--- src/rtl/serport_pkg.sv ---
package serport_pkg;
  // One set of shift events, either from the master clock generator or
  // from the slave edge detector.
  typedef struct packed {
    logic start;
    logic lead;
    logic trail;
    logic abort;
  } sp_evt_t;
endpackage

--- src/rtl/serport_mclk.sv ---
module serport_mclk #(
  parameter int HALF_DIV = 4,
  parameter int DW       = 8
) (
  input  logic                 clk,
  input  logic                 rst_n,
  input  logic                 start,
  input  logic                 cpol,
  output logic                 sck,
  output logic                 busy,
  output serport_pkg::sp_evt_t evt
);
  localparam int TICKS = 2 * DW;
  localparam int TW    = $clog2(TICKS);
  localparam int DIVW  = (HALF_DIV > 1) ? $clog2(HALF_DIV) : 1;
  localparam logic [DIVW-1:0] DIV_LOAD = DIVW'(HALF_DIV - 1);
  localparam logic [TW-1:0]   LAST     = TW'(TICKS - 1);

  logic            run_q, run_d;
  logic [DIVW-1:0] div_q, div_d;
  logic [TW-1:0]   hc_q, hc_d;
  logic            sck_q, sck_d;
  logic            tick;

  always_comb begin
    tick  = run_q && (div_q == '0);
    run_d = run_q;
    div_d = div_q;
    hc_d  = hc_q;
    sck_d = sck_q;
    if (start && !run_q) begin
      run_d = 1'b1;
      div_d = DIV_LOAD;
      hc_d  = '0;
      sck_d = cpol;
    end else if (run_q) begin
      if (tick) begin
        div_d = DIV_LOAD;
        hc_d  = hc_q + 1'b1;
        sck_d = ~sck_q;
        if (hc_q == LAST) run_d = 1'b0;
      end else begin
        div_d = div_q - 1'b1;
      end
    end else begin
      sck_d = cpol;
    end
  end

  always_ff @(posedge clk or negedge rst_n) begin
    if (!rst_n) begin
      run_q <= 1'b0;
      div_q <= '0;
      hc_q  <= '0;
      sck_q <= 1'b0;
    end else begin
      run_q <= run_d;
      div_q <= div_d;
      hc_q  <= hc_d;
      sck_q <= sck_d;
    end
  end

  assign sck       = sck_q;
  assign busy      = run_q;
  assign evt.start = start;
  assign evt.lead  = tick && !hc_q[0];
  assign evt.trail = tick && hc_q[0];
  assign evt.abort = 1'b0;

  // an even number of transitions brings the clock back to idle
  assert_idle_level_R2: assert property (@(posedge clk) disable iff (!rst_n)
    $fell(run_q) |-> (sck_q == cpol));
endmodule

--- src/rtl/serport_sync.sv ---
module serport_sync #(
  parameter int SYNC = 2
) (
  input  logic                 clk,
  input  logic                 rst_n,
  input  logic                 sck_in,
  input  logic                 ssel_n,
  input  logic                 cpol,
  output logic                 sel_low,
  output serport_pkg::sp_evt_t evt
);
  logic [SYNC:0] sck_p;
  logic [SYNC:0] sel_p;
  logic          sck_s, sck_o, sel_s, sel_o;

  always_ff @(posedge clk or negedge rst_n) begin
    if (!rst_n) begin
      sck_p <= '0;
      sel_p <= '1;
    end else begin
      sck_p <= {sck_p[SYNC-1:0], sck_in};
      sel_p <= {sel_p[SYNC-1:0], ssel_n};
    end
  end

  assign sck_s = sck_p[SYNC-1];
  assign sck_o = sck_p[SYNC];
  assign sel_s = sel_p[SYNC-1];
  assign sel_o = sel_p[SYNC];

  assign sel_low   = !sel_o;
  assign evt.start = sel_o && !sel_s;
  assign evt.abort = !sel_o && sel_s;
  assign evt.lead  = (sck_s != sck_o) && (sck_o == cpol);
  assign evt.trail = (sck_s != sck_o) && (sck_o != cpol);
endmodule

--- src/rtl/serport_core.sv ---
module serport_core #(
  parameter int DW = 8
) (
  input  logic                 clk,
  input  logic                 rst_n,
  input  logic                 slave,
  input  logic                 cpha,
  input  serport_pkg::sp_evt_t evt,
  input  logic                 ld,
  input  logic [DW-1:0]        ld_data,
  input  logic                 sd_in,
  output logic                 dbit,
  output logic                 active,
  output logic                 held,
  output logic [DW-1:0]        rx_data,
  output logic                 rx_done
);
  localparam int CW = $clog2(DW);
  localparam logic [CW-1:0] LASTBIT = CW'(DW - 1);

  logic [DW-1:0] sreg_q, sreg_d, rreg_q, rreg_d, rx_q, rx_d;
  logic [CW-1:0] cnt_q, cnt_d;
  logic          dbit_q, dbit_d, act_q, act_d, held_q, held_d, done_q, done_d;
  logic [DW-1:0] src, rx_shift;
  logic          launch, sample, complete;

  always_comb begin
    src      = ld ? ld_data : sreg_q;
    rx_shift = {sd_in, rreg_q[DW-1:1]};
    launch   = act_q && (cpha ? evt.trail : evt.lead);
    sample   = act_q && (cpha ? evt.lead : evt.trail);
    complete = 1'b0;
    sreg_d   = sreg_q;
    rreg_d   = rreg_q;
    rx_d     = rx_q;
    cnt_d    = cnt_q;
    dbit_d   = dbit_q;
    act_d    = act_q;
    done_d   = 1'b0;
    if (ld && !act_q) sreg_d = ld_data;
    if (evt.abort) begin
      act_d  = 1'b0;
      cnt_d  = '0;
      sreg_d = '0;
    end else if (evt.start) begin
      act_d = 1'b1;
      cnt_d = '0;
      if (cpha) begin
        dbit_d = src[0];
        sreg_d = src >> 1;
      end else begin
        sreg_d = src;
      end
    end else begin
      if (launch) begin
        dbit_d = sreg_q[0];
        sreg_d = sreg_q >> 1;
      end
      if (sample) begin
        rreg_d = rx_shift;
        cnt_d  = cnt_q + 1'b1;
        if (cnt_q == LASTBIT) begin
          complete = 1'b1;
          act_d    = 1'b0;
          cnt_d    = '0;
          rx_d     = rx_shift;
          done_d   = 1'b1;
          sreg_d   = '0;
        end
      end
    end
    if (!slave || evt.abort || complete) held_d = 1'b0;
    else if (ld)                         held_d = 1'b1;
    else                                 held_d = held_q;
  end

  always_ff @(posedge clk or negedge rst_n) begin
    if (!rst_n) begin
      sreg_q <= '0;
      rreg_q <= '0;
      rx_q   <= '0;
      cnt_q  <= '0;
      dbit_q <= 1'b0;
      act_q  <= 1'b0;
      held_q <= 1'b0;
      done_q <= 1'b0;
    end else begin
      sreg_q <= sreg_d;
      rreg_q <= rreg_d;
      rx_q   <= rx_d;
      cnt_q  <= cnt_d;
      dbit_q <= dbit_d;
      act_q  <= act_d;
      held_q <= held_d;
      done_q <= done_d;
    end
  end

  assign dbit    = dbit_q;
  assign active  = act_q;
  assign held    = held_q;
  assign rx_data = rx_q;
  assign rx_done = done_q;

  // strobe lasts a single cycle
  assert_done_pulse_R9: assert property (@(posedge clk) disable iff (!rst_n)
    done_q |=> !done_q);
  // received byte only moves together with the strobe
  assert_rx_hold_R9: assert property (@(posedge clk) disable iff (!rst_n)
    !done_q |-> $stable(rx_q));
  // a completed byte closes the frame
  assert_done_ends_R7: assert property (@(posedge clk) disable iff (!rst_n)
    done_q |-> !act_q);
endmodule

--- src/rtl/serport.sv ---
module serport #(
  parameter int HALF_DIV = 4,
  parameter int DW       = 8,
  parameter int SYNC     = 2
) (
  input  logic          clk,
  input  logic          rst_n,
  input  logic          role_slave,
  input  logic          cpol,
  input  logic          cpha,
  input  logic [DW-1:0] tx_data,
  input  logic          tx_valid,
  output logic          tx_ready,
  output logic [DW-1:0] rx_data,
  output logic          rx_done,
  output logic          sck_out,
  input  logic          sck_in,
  input  logic          sd_in,
  output logic          sd_out,
  output logic          sd_oe,
  input  logic          ssel_n
);
  import serport_pkg::*;

  sp_evt_t m_evt, s_evt, evt;
  logic    m_busy, m_sck, s_sel_low, c_active, c_held, c_dbit;
  logic    accept, m_start;

  assign tx_ready = !m_busy && !c_active && !c_held;
  assign accept   = tx_valid && tx_ready;
  assign m_start  = accept && !role_slave;

  serport_mclk #(.HALF_DIV(HALF_DIV), .DW(DW)) u_mclk (
    .clk(clk), .rst_n(rst_n), .start(m_start), .cpol(cpol),
    .sck(m_sck), .busy(m_busy), .evt(m_evt)
  );

  serport_sync #(.SYNC(SYNC)) u_sync (
    .clk(clk), .rst_n(rst_n), .sck_in(sck_in), .ssel_n(ssel_n), .cpol(cpol),
    .sel_low(s_sel_low), .evt(s_evt)
  );

  assign evt = role_slave ? s_evt : m_evt;

  serport_core #(.DW(DW)) u_core (
    .clk(clk), .rst_n(rst_n), .slave(role_slave), .cpha(cpha), .evt(evt),
    .ld(accept), .ld_data(tx_data), .sd_in(sd_in),
    .dbit(c_dbit), .active(c_active), .held(c_held),
    .rx_data(rx_data), .rx_done(rx_done)
  );

  assign sck_out = m_sck;
  assign sd_out  = c_dbit;
  assign sd_oe   = role_slave ? (!ssel_n && s_sel_low) : 1'b1;

  // an accepted master byte makes the port busy
  assert_accept_busy_R2: assert property (@(posedge clk) disable iff (!rst_n)
    (!role_slave && accept) |=> !tx_ready);
  // a detected select fall opens a slave frame
  assert_start_active_R7: assert property (@(posedge clk) disable iff (!rst_n)
    (role_slave && s_evt.start) |=> c_active);
  // a select held high long enough leaves no frame open
  assert_deselect_idle_R8: assert property (@(posedge clk) disable iff (!rst_n)
    (role_slave && $past(role_slave, 3) && ssel_n && $past(ssel_n) &&
     $past(ssel_n, 2) && $past(ssel_n, 3)) |-> !c_active);
endmodule

--- config.mk ---
export PLATFORM = sky130hd
export DESIGN_NAME = serport
export DESIGN_NICKNAME = d
export VERILOG_FILES = /design/src/rtl/serport_pkg.sv /design/src/rtl/serport_mclk.sv /design/src/rtl/serport_sync.sv /design/src/rtl/serport_core.sv /design/src/rtl/serport.sv
export SDC_FILE = /design/constraint.sdc
export NUM_CORES = 1
export LEC_CHECK = 0
export CAP_MARGIN = 15
export CORE_ASPECT_RATIO = 0.6
export CORE_UTILIZATION = 54
export DETAILED_ROUTE_END_ITERATION = 8
export PLACE_DENSITY = 0.84
export REMOVE_ABC_BUFFERS = 1
export SETUP_SLACK_MARGIN = 0.05
export SYNTH_ARGS = -nofsm -noshare
export SYNTH_HDL_FRONTEND = slang
export SYNTH_SLANG_ARGS = --single-unit
--- constraint.sdc ---
create_clock -name clk -period 2.94 [get_ports clk]
set_clock_uncertainty 0.05 [all_clocks]
set_input_delay 0.588 -clock clk [delete_from_list [all_inputs] [get_ports clk]]
set_output_delay 0.588 -clock clk [all_outputs]
set_load 0.05 [all_outputs]
==> results of run 1 <==
-- cell families (layout without fill, tap and decap cells) --
group | after synthesis | in the layout | share of synthesized area
XOR/XNOR | 4 | 4 | 0.01624
adder cells (fa/ha/maj) | 4 | 4 | 0.02320
AND/OR/NAND/NOR | 74 | 74 | 0.1821
buffers and inverters | 15 | 49 | 0.03538
flip-flops | 44 | 44 | 0.5122
multiplexers | 28 | 28 | 0.1549
AO/OA/AOI/OAI | 23 | 23 | 0.07599
-- per-stage QoR --
step	util	cell area [um^2]	hold slack (ns)
final	0.6979	2613	0.3070
after global routing	0.6979	2613	0.3101
after CTS	0.6979	2613	0.3084
after detailed placement	0.6695	2506	0.2976
after global placement	0.6695	2506	0.2939
after floorplan	-	2100	0.2424
-- cell usage in the layout, fill, tap and decap left out, types with 5 or more instances in the layout --
| master | instances |
|---|---|
| mux2_2 | 10 |
| mux2_4 | 8 |
| mux2i_1 | 9 |
| dfrtp_1 | 41 |
| nor2_1 | 23 |
| o21ai_0 | 7 |
| nand3_1 | 7 |
| o32ai_1 | 7 |
| nand2_1 | 25 |
| clkdlybuf4s50_1 | 27 |
| buf_4 | 7 |
| clkbuf_8 | 5 |
-- final cells by class --
| cell class | count | area (um^2) |
|---|---|---|
| Clock buffer | 7 | 76.32 |
| Clock inverter | 1 | 30.03 |
| Fill cell | 277 | 1131 |
| Timing Repair Buffer | 36 | 347.8 |
| Multi-Input combinational cell | 133 | 975.9 |
| Sequential cell | 44 | 1105 |
| Inverter | 5 | 18.77 |
| Tap cell | 47 | 58.81 |
-- sequential cells by signal, indices dropped and copies added (netlist names) --
name,cells
u_core.active,1
u_core.cnt_q,3
u_core.dbit,1
u_core.held,1
u_core.rreg_q,7
u_core.rx_data,8
u_core.rx_done,1
u_core.sreg_q,8
u_mclk.busy,1
u_mclk.div_q,2
u_mclk.hc_q,4
u_mclk.sck,1
u_sync.sck_p,3
u_sync.sel_p,3
-- report_power, final --
part	internal [W]	switching (W)	total, W
combinational	0.000289	0.000328	0.000617
sequential	0.000776	0.000139	0.000915
clock	0.000254	0.000195	0.000449
-- worst reg2reg max path, stage by stage (launching register included) --
cell and delay (ns):
dfrtp_1 0.56, or4b_1 0.59, o21ai_1 0.31, mux2_2 0.38, mux2_2 0.26
-- final timing paths --
path	from	to	slack (ns)
worst max-delay path	u_mclk.busy	tx_ready	0.30
worst min-delay path	u_sync.sel_p[0]	u_sync.sel_p[1]	0.31
worst max register to register	u_mclk.busy	u_core.dbit	0.69
worst min register to register	u_sync.sel_p[0]	u_sync.sel_p[1]	0.31
max in group asynchronous	rst_n	u_core.rreg_q[5]	1.86
min in group asynchronous	rst_n	u_core.dbit	0.38
-- per-layer routing --
metal,track usage,vias up
li1,-,743
met1,0.3000,758
met2,0.3198,40
met3,0.06462,6
met4,0.05932,0
met5,0,-
==> qor.yml, run 1 <==
detailed_routing:
  drt_first_iter_violations: 91
  wl_met3_um: 238
  drt-total-wl_um: 4078
  antenna_left: 0
  met1_length_um: 2061
  top_layer_used: "met4"
  remaining_drc_errors: 0
  dr_total_vias: 1547
  drt_pass1_iterations: 4
  vias_per_cell: 5.667
  routed-wl-met2_um: 1737
  wl_per_cell_um: 14.94
synth:
  synth_seq_cells: 44
  synthDistinctLibCells: 38
  synth_top_cell_by_area: "dfrtp_1"
  synthTopCellsByCount: "dfrtp_1 (41), nand2_1 (25), nor2_1 (23)"
  synth_top_cell_area_share: 0.4756
  yosysSeqAreaShare: 0.5122
  syn_inst: 192
  synth-edff-count: 0
  yosys_most_used_dff: "dfrtp_1"
  yosys_warnings: 0
  synth.most_common_cell: "dfrtp_1"
  avgSynthCellArea_um2: 11.23
  syn-cell-area_mm2: 0.002157
  ys_async_sr_fraction: 1.000
  ys_top_cells_by_area: "dfrtp_1 (48%), mux2_4 (5.6%), mux2_2 (5.2%), nand2_1 (4.4%), mux2i_1 (4.2%)"
worst_setup_path:
  worst_setup_path_end_kind: "output pin"
  worst-path-stages: 2
  critPathBufInv: 1
  slowest_stage: "clkdlybuf4s50_1"
  start_kind: "register"
  cp.arrival_ns: 2.00
  ff2ff_path_depth: 4
  required_ns: 2.30
  path_delay_family: "buffers and inverters"
  max_stage_delay_ns: 0.85
  path_cells: "nor3_1 > clkdlybuf4s50_1"
  cp_max_fo: 15
  critPathKind: "reg -> out"
timing:
  fmax_ghz: 0.3790
  slew_violations: 0
  rsz0062_at_grt: "false"
  tightestPinTransition_ns: 0.9530
  slew_headroom: 0.3647
  hold_violations: 0
  setup-tns-final_ns: 0
  finalSetupViolations: 0
  period_needed_ns: 2.639
  period_share: 0.8975
  finalWorstSetupSlack_ns: 0.3015
floorplan:
  die_w_um: 83.60
  boundaryPins: 30
  die_h_um: 50.96
  core.rowCount: 17
  initial_core_util: 0.5762
  core_mm2: 0.003744
  die-area_mm2: 0.004260
power:
  irDropWorstVdd_uv: 566.6
  p_per_area_mw_per_mm2: 758.5
  total_power_w: 0.001982
  leakagePower_nw: 1.229
finish:
  nets: 246
  area_growth_pct: 21.11
  drive_gt1_frac: 0.1814
  fin_cells: 273
  diodes: 0
clocking:
  cts.sinks: 44
  clkLatencyLatePin_ns: 0.30
  cts_tree: "built"
  clockBufferDepth: 2
  hold_buffers: 0
  cts.reportedPaths.clkPinSlew_ns: 0.08
  root_buffer: "clkbuf_8"
  postCtsSetupBuffers: 0
  htreeDepth: 2
  ctsResizeCount: 0
  numCtsBuffers: 5
placement:
  post-place-ws_ns: 0.1354
  io_buffers: 29
  placed_cells: 265
  place_hpwl_um: 2915
  place_congestion: 0.7628
min_path:
  hp-class: "reg -> reg"
  whs_path_depth: 0
global_routing:
  grt_usage: 0.2122
  overflow: 0
  grt_max_degree: 45
  antenna_found_initial: 0
  grt_pass1_wl_um: 6851
  grt_pass1_vias: 1478
outcome:
  status: "complete, no violations"
job:
  cap_viol_max_count: 0
Power figures use the tool's default switching activity.
==> run 2, diff against run 1 <==
--- a/config.mk
+++ b/config.mk
@@ -7,9 +7,9 @@
 export LEC_CHECK = 0
 export CAP_MARGIN = 15
 export CORE_ASPECT_RATIO = 0.6
-export CORE_UTILIZATION = 54
+export CORE_UTILIZATION = 52
 export DETAILED_ROUTE_END_ITERATION = 8
-export PLACE_DENSITY = 0.84
+export PLACE_DENSITY = 0.81
 export REMOVE_ABC_BUFFERS = 1
 export SETUP_SLACK_MARGIN = 0.05
 export SYNTH_ARGS = -nofsm -noshare
==> qor.yml, run 2 (synthesis results as in run 1) <==
timing:
  period_needed_ns: 2.677  # +0.03855 ns
  setup-tns-final_ns: 0  # unchanged
  finalSetupViolations: 0  # unchanged
  tightestPinTransition_ns: 0.9295  # -0.02349 ns
  fin_hold_ws_ns: 0.3088  # +0.001779 ns
  fmax_ghz: 0.3735  # -1.4%
  slew_headroom: 0.3804  # +0.01566
  slew_violations: 0  # unchanged
  period_share: 0.9106  # +0.01311
  rsz0062_at_grt: "false"
  hold_violations: 0  # unchanged
floorplan:
  die_w_um: 85.15  # +1.9%
  boundaryPins: 30  # unchanged
  initial_core_util: 0.5665  # -0.009657
  core.rowCount: 17  # unchanged
  die-area_mm2: 0.004418  # +3.7%
  die_h_um: 51.89  # +1.8%
  core_mm2: 0.003807  # +1.7%
placement:
  placed_cells: 266  # +0.38%
  place_hpwl_um: 3101  # +6.4%
  io_buffers: 29  # unchanged
  place_congestion: 0.7881  # +3.3%
worst_setup_path:
  reg2reg_setup_slack_ns: 0.70  # about the same
  slowest_stage: "clkdlybuf4s50_1"
  critPathBufInv: 1  # unchanged
  max_stage_delay_ns: 0.85  # about the same
  critPathKind: "reg -> out"
  required_ns: 2.30  # about the same
  cp_max_fo: 15  # unchanged
  cp-startpoint: "u_mclk.busy"
  reg2reg_to: "u_core.dbit"
  worst-path-stages: 2  # unchanged
  critPathCapture: "tx_ready"
  worst_setup_path_end_kind: "output pin"
  start_kind: "register"
  r2r_start: "u_mclk.busy"
  cp.arrival_ns: 2.04  # +0.04 ns
  path_delay_family: "buffers and inverters"
  path_cells: "nor3_1 > clkdlybuf4s50_1"
  ff2ff_path_depth: 5  # +1
global_routing:
  grt_max_degree: 45  # unchanged
  grt_pass1_vias: 1459  # -1.3%
  antenna_found_initial: 0  # unchanged
  grt_pass1_wl_um: 7293  # +6.5%
  overflow: 0  # unchanged
  grt_usage: 0.2234  # +0.01115
clocking:
  numCtsBuffers: 5  # unchanged
  root_buffer: "clkbuf_8"
  hold_buffers: 0  # unchanged
  ctsResizeCount: 0  # unchanged
  postCtsSetupBuffers: 0  # unchanged
  cts.sinks: 44  # unchanged
  cts.reportedPaths.clkPinSlew_ns: 0.08  # about the same
  clkLatencyLatePin_ns: 0.30  # about the same
  cts_tree: "built"
  clockBufferDepth: 2  # unchanged
  htreeDepth: 2  # unchanged
detailed_routing:
  drt_pass1_iterations: 4  # unchanged
  dr_total_vias: 1536  # -0.71%
  antenna_left: 0  # unchanged
  drt-total-wl_um: 4292  # +5.2%
  wl_per_cell_um: 15.66  # +4.9%
  remaining_drc_errors: 0  # unchanged
  drt_first_iter_violations: 75  # -18%
  vias_per_cell: 5.606  # -1.1%
power:
  leakagePower_nw: 1.236  # +0.58%
  p_per_area_mw_per_mm2: 763.3  # +0.63%
  irDropWorstVdd_uv: 505.9  # -11%
finish:
  fin_cells: 274  # +0.37%
  drive_gt1_frac: 0.1938  # +0.01242
  area_growth_pct: 21.69
  final_cell_mix: "dfrtp_1 (41), clkdlybuf4s50_1 (27), nand2_1 (25)"
  layout_commonest_cell: "dfrtp_1"
  nets: 247  # +0.41%
  diodes: 0  # unchanged
min_path:
  hp-class: "reg -> reg"
outcome:
  status: "complete, no violations"
job:
  cap_viol_max_count: 0  # unchanged
## run 2: cell types whose count changed in the layout (fill, tap and decap cells not counted)
cell        delta
clkbuf_1       -2
clkinvlp_4     +1
clkinv_2       +1
buf_4          +1
## run 2: metrics by stage
step | cell area (um^2) | utilization | total power, W | setup slack (ns)
final | 2625 | 0.6895 | 0.002004 | 0.2629
after global routing | 2625 | 0.6895 | 0.002136 | 0.1686
after CTS | 2625 | 0.6895 | 0.002011 | 0.2374
after detailed placement | 2514 | 0.6602 | 0.001558 | 0.1224
after global placement | 2514 | 0.6602 | 0.001515 | 0.1899
after floorplan | 2100 | - | 0.001342 | 0.5247
## run 2: how the worst min path moves through the flow
stage                         start         endpoint  slack, ns  cells after the start
floorplan                     rst_n    u_core.active       0.24                      0
global placement    u_sync.sck_p[0]  u_sync.sck_p[1]       0.29                      0
detailed placement  u_sync.sck_p[0]  u_sync.sck_p[1]       0.29                      0
CTS                 u_sync.sck_p[0]  u_sync.sck_p[1]       0.31                      0
global route        u_sync.sck_p[0]  u_sync.sck_p[1]       0.32                      0
finish              u_sync.sck_p[0]  u_sync.sck_p[1]       0.31                      0
## run 2: cell type report
cell class | count | area (um^2)
Clock buffer | 5 | 68.82
Inverter | 5 | 18.77
Multi-Input combinational cell | 133 | 975.9
Fill cell | 270 | 1182
Clock inverter | 3 | 42.54
Tap cell | 47 | 58.81
Timing Repair Buffer | 37 | 355.3
Sequential cell | 44 | 1105
## run 2: power breakdown
part           internal, W  leakage [nW]  total [W]  switching (W)
Clock             0.000251        0.0541   0.000461       0.000209
Sequential        0.000775         0.560   0.000918       0.000143
Combinational     0.000292         0.622   0.000625       0.000333
## run 2: worst register-to-register path, delay by kind of cell, from the launching register on
| kind | cells | cell delay, ns |
|---|---|---|
| muxes | 3 | 0.87 |
| DFF | 1 | 0.56 |
| buffers and inverters | 1 | 0.21 |
| and+or+nand+nor | 1 | 0.44 |
## run 2: per-layer routing
layer / vias up / global-route usage / wire, um
met5: - / 0 / 0
met4: 0 / 0.08475 / 65
met3: 7 / 0.04762 / 196
met2: 38 / 0.3320 / 1850
met1: 739 / 0.3239 / 2179
li1: 752 / - / -
==> run 3, diff against run 2 <==
--- a/config.mk
+++ b/config.mk
@@ -9,9 +9,9 @@
 export CORE_ASPECT_RATIO = 0.6
 export CORE_UTILIZATION = 52
 export DETAILED_ROUTE_END_ITERATION = 8
-export PLACE_DENSITY = 0.81
+export DONT_BUFFER_PORTS = 1
+export PLACE_DENSITY = 0.72
 export REMOVE_ABC_BUFFERS = 1
-export SETUP_SLACK_MARGIN = 0.05
 export SYNTH_ARGS = -nofsm -noshare
 export SYNTH_HDL_FRONTEND = slang
 export SYNTH_SLANG_ARGS = --single-unit
==> constraint.sdc (replaced) <==
create_clock -name clk -period 2.7 [get_ports clk]
set_clock_uncertainty 0.05 [all_clocks]
set_input_delay 0.54 -clock clk [delete_from_list [all_inputs] [get_ports clk]]
set_output_delay 0.54 -clock clk [all_outputs]
set_load 0.05 [all_outputs]
==> qor.yml, run 3 (synthesis results as in run 1) <==
floorplan:
  die-area_mm2: 0.004418  # unchanged
  die_h_um: 51.89  # unchanged
  boundaryPins: 30  # unchanged
  initial_core_util: 0.5665  # unchanged
  die_w_um: 85.15  # unchanged
  core_mm2: 0.003807  # unchanged
  core.rowCount: 17  # unchanged
clocking:
  hold_buffers: 1  # +1
  clkLatencyLatePin_ns: 0.29  # about the same
  cts_tree: "built"
  htreeDepth: 2  # unchanged
  postCtsSetupBuffers: 0  # unchanged
  root_buffer: "clkbuf_8"
  numCtsBuffers: 5  # unchanged
  cts.reportedPaths.clkPinSlew_ns: 0.08  # about the same
  ctsResizeCount: 0  # unchanged
  cts.sinks: 44  # unchanged
  clockBufferDepth: 2  # unchanged
placement:
  place_hpwl_um: 3038  # -2.0%
  io_buffers: 0  # -100%
  place_congestion: 0.8212  # +4.2%
detailed_routing:
  antenna_left: 0  # unchanged
  drt-total-wl_um: 4200  # -2.1%
  wl_per_cell_um: 17.14  # +9.4%
  dr_total_vias: 1468  # -4.4%
  remaining_drc_errors: 0  # unchanged
  vias_per_cell: 5.992  # +6.9%
  drt_pass1_iterations: 5  # +1
  drt_first_iter_violations: 88  # +17%
worst_setup_path:
  reg2reg_setup_slack_ns: 0.45  # -0.25 ns
  required_ns: 2.83  # +0.53 ns
  cp_max_fo: 10  # -5
  critPathKind: "reg -> reg"
  worst_setup_path_end_kind: "register"
  r2r_start: "u_mclk.div_q[0]"
  cp.arrival_ns: 2.38  # +0.34 ns
  reg2reg_to: "u_core.rx_data[7]"
  start_kind: "register"
  ff2ff_path_depth: 7  # +2
  cp-startpoint: "u_mclk.div_q[0]"
finish:
  nets: 218  # -12%
  drive_gt1_frac: 0.2121  # +0.01829
  num-fill-cells: 287  # +6.3%
  area_growth_pct: 8.643
  final_cell_mix: "dfrtp_1 (41), nand2_1 (25), nor2_1 (23)"
  diodes: 0  # unchanged
  layout_commonest_cell: "dfrtp_1"
global_routing:
  overflow: 0  # unchanged
  grt_pass1_vias: 1427  # -2.2%
  grt_pass1_wl_um: 6900  # -5.4%
  grt_max_degree: 42  # -6.7%
  grt_usage: 0.2126  # -0.01081
  antenna_found_initial: 0  # unchanged
power:
  p_per_area_mw_per_mm2: 903.6  # +18%
  leakagePower_nw: 1.128  # -8.8%
  irDropWorstVdd_uv: 467.1  # -7.7%
job:
  cap_viol_max_count: 0  # unchanged
outcome:
  status: "complete, no violations"
timing:
  hold_violations: 0  # unchanged
  period_needed_ns: 2.249
  fmax_ghz: 0.4446
  tightestPinTransition_ns: 0.5100  # -0.4195 ns
  rsz0062_at_grt: "false"
  fin_hold_ws_ns: 0.03155  # -0.2773 ns
  slew_violations: 0  # unchanged
  setup-tns-final_ns: 0  # unchanged
  finalSetupViolations: 0  # unchanged
  slew_headroom: 0.6600  # +0.2797
  period_share: 0.8331
min_path:
  hp-class: "in -> async"
-- run 3: worst max-delay path by stage --
stage	to	slack (ns)	cells past startpoint
finish	u_core.rx_data[7]	0.45	7
CTS	u_core.rx_data[6]	0.46	7
detailed placement	u_core.rx_data[0]	0.37	5
global route	u_core.rx_data[0]	0.31	7
global placement	u_core.rx_data[1]	0.40	5
floorplan	u_core.rreg_q[7]	0.33	5
-- run 3: final cells by class --
class / count / area, um^2 / share of cell area
multi-input cells: 133 / 980.9 / 0.4186
clock buffers: 6 / 72.57 / 0.03097
flip-flops and latches: 44 / 1105 / 0.4714
repair buffers: 8 / 72.57 / 0.03097
inverters: 5 / 18.77 / 0.008009
clock inverters: 2 / 35.03 / 0.01495
well taps: 47 / 58.81 / 0.02509
-- run 3: layer usage --
metal  routed length, um  GRT usage
met1                2030     0.2976
met2                1800     0.3038
met4                  94     0.1073
met5                   0          0
met3                 275    0.06032
-- run 3: report_power, final --
| part | total, W | switching (W) | internal [W] |
|---|---|---|---|
| Clock | 0.000487 | 0.000213 | 0.000275 |
| Sequential | 0.00105 | 0.000206 | 0.000844 |
| Combinational | 0.000581 | 0.000307 | 0.000274 |
-- run 3: critical path: stages (launching register included) --
cell,delay (ns)
dfrtp_1,0.42
inv_1,0.07
ha_1,0.30
nand4b_1,0.13
nand3_1,0.14
o211a_1,0.30
and4_4,0.40
mux2_4,0.32
-- run 3: per-stage QoR --
stage / power, W / cells / utilization / worst slack [ns] / instance area, um^2
final: 0.002117 / 245 / 0.6155 / 0.4508 / 2344
after global routing: 0.002258 / 245 / 0.6155 / 0.3148 / 2344
after CTS: 0.002130 / 245 / 0.6155 / 0.4555 / 2344
after detailed placement: 0.001623 / 236 / 0.5820 / 0.3724 / 2216
after global placement: 0.001569 / 236 / 0.5820 / 0.3996 / 2216
after floorplan: 0.001461 / 182 / - / 0.3327 / 2100
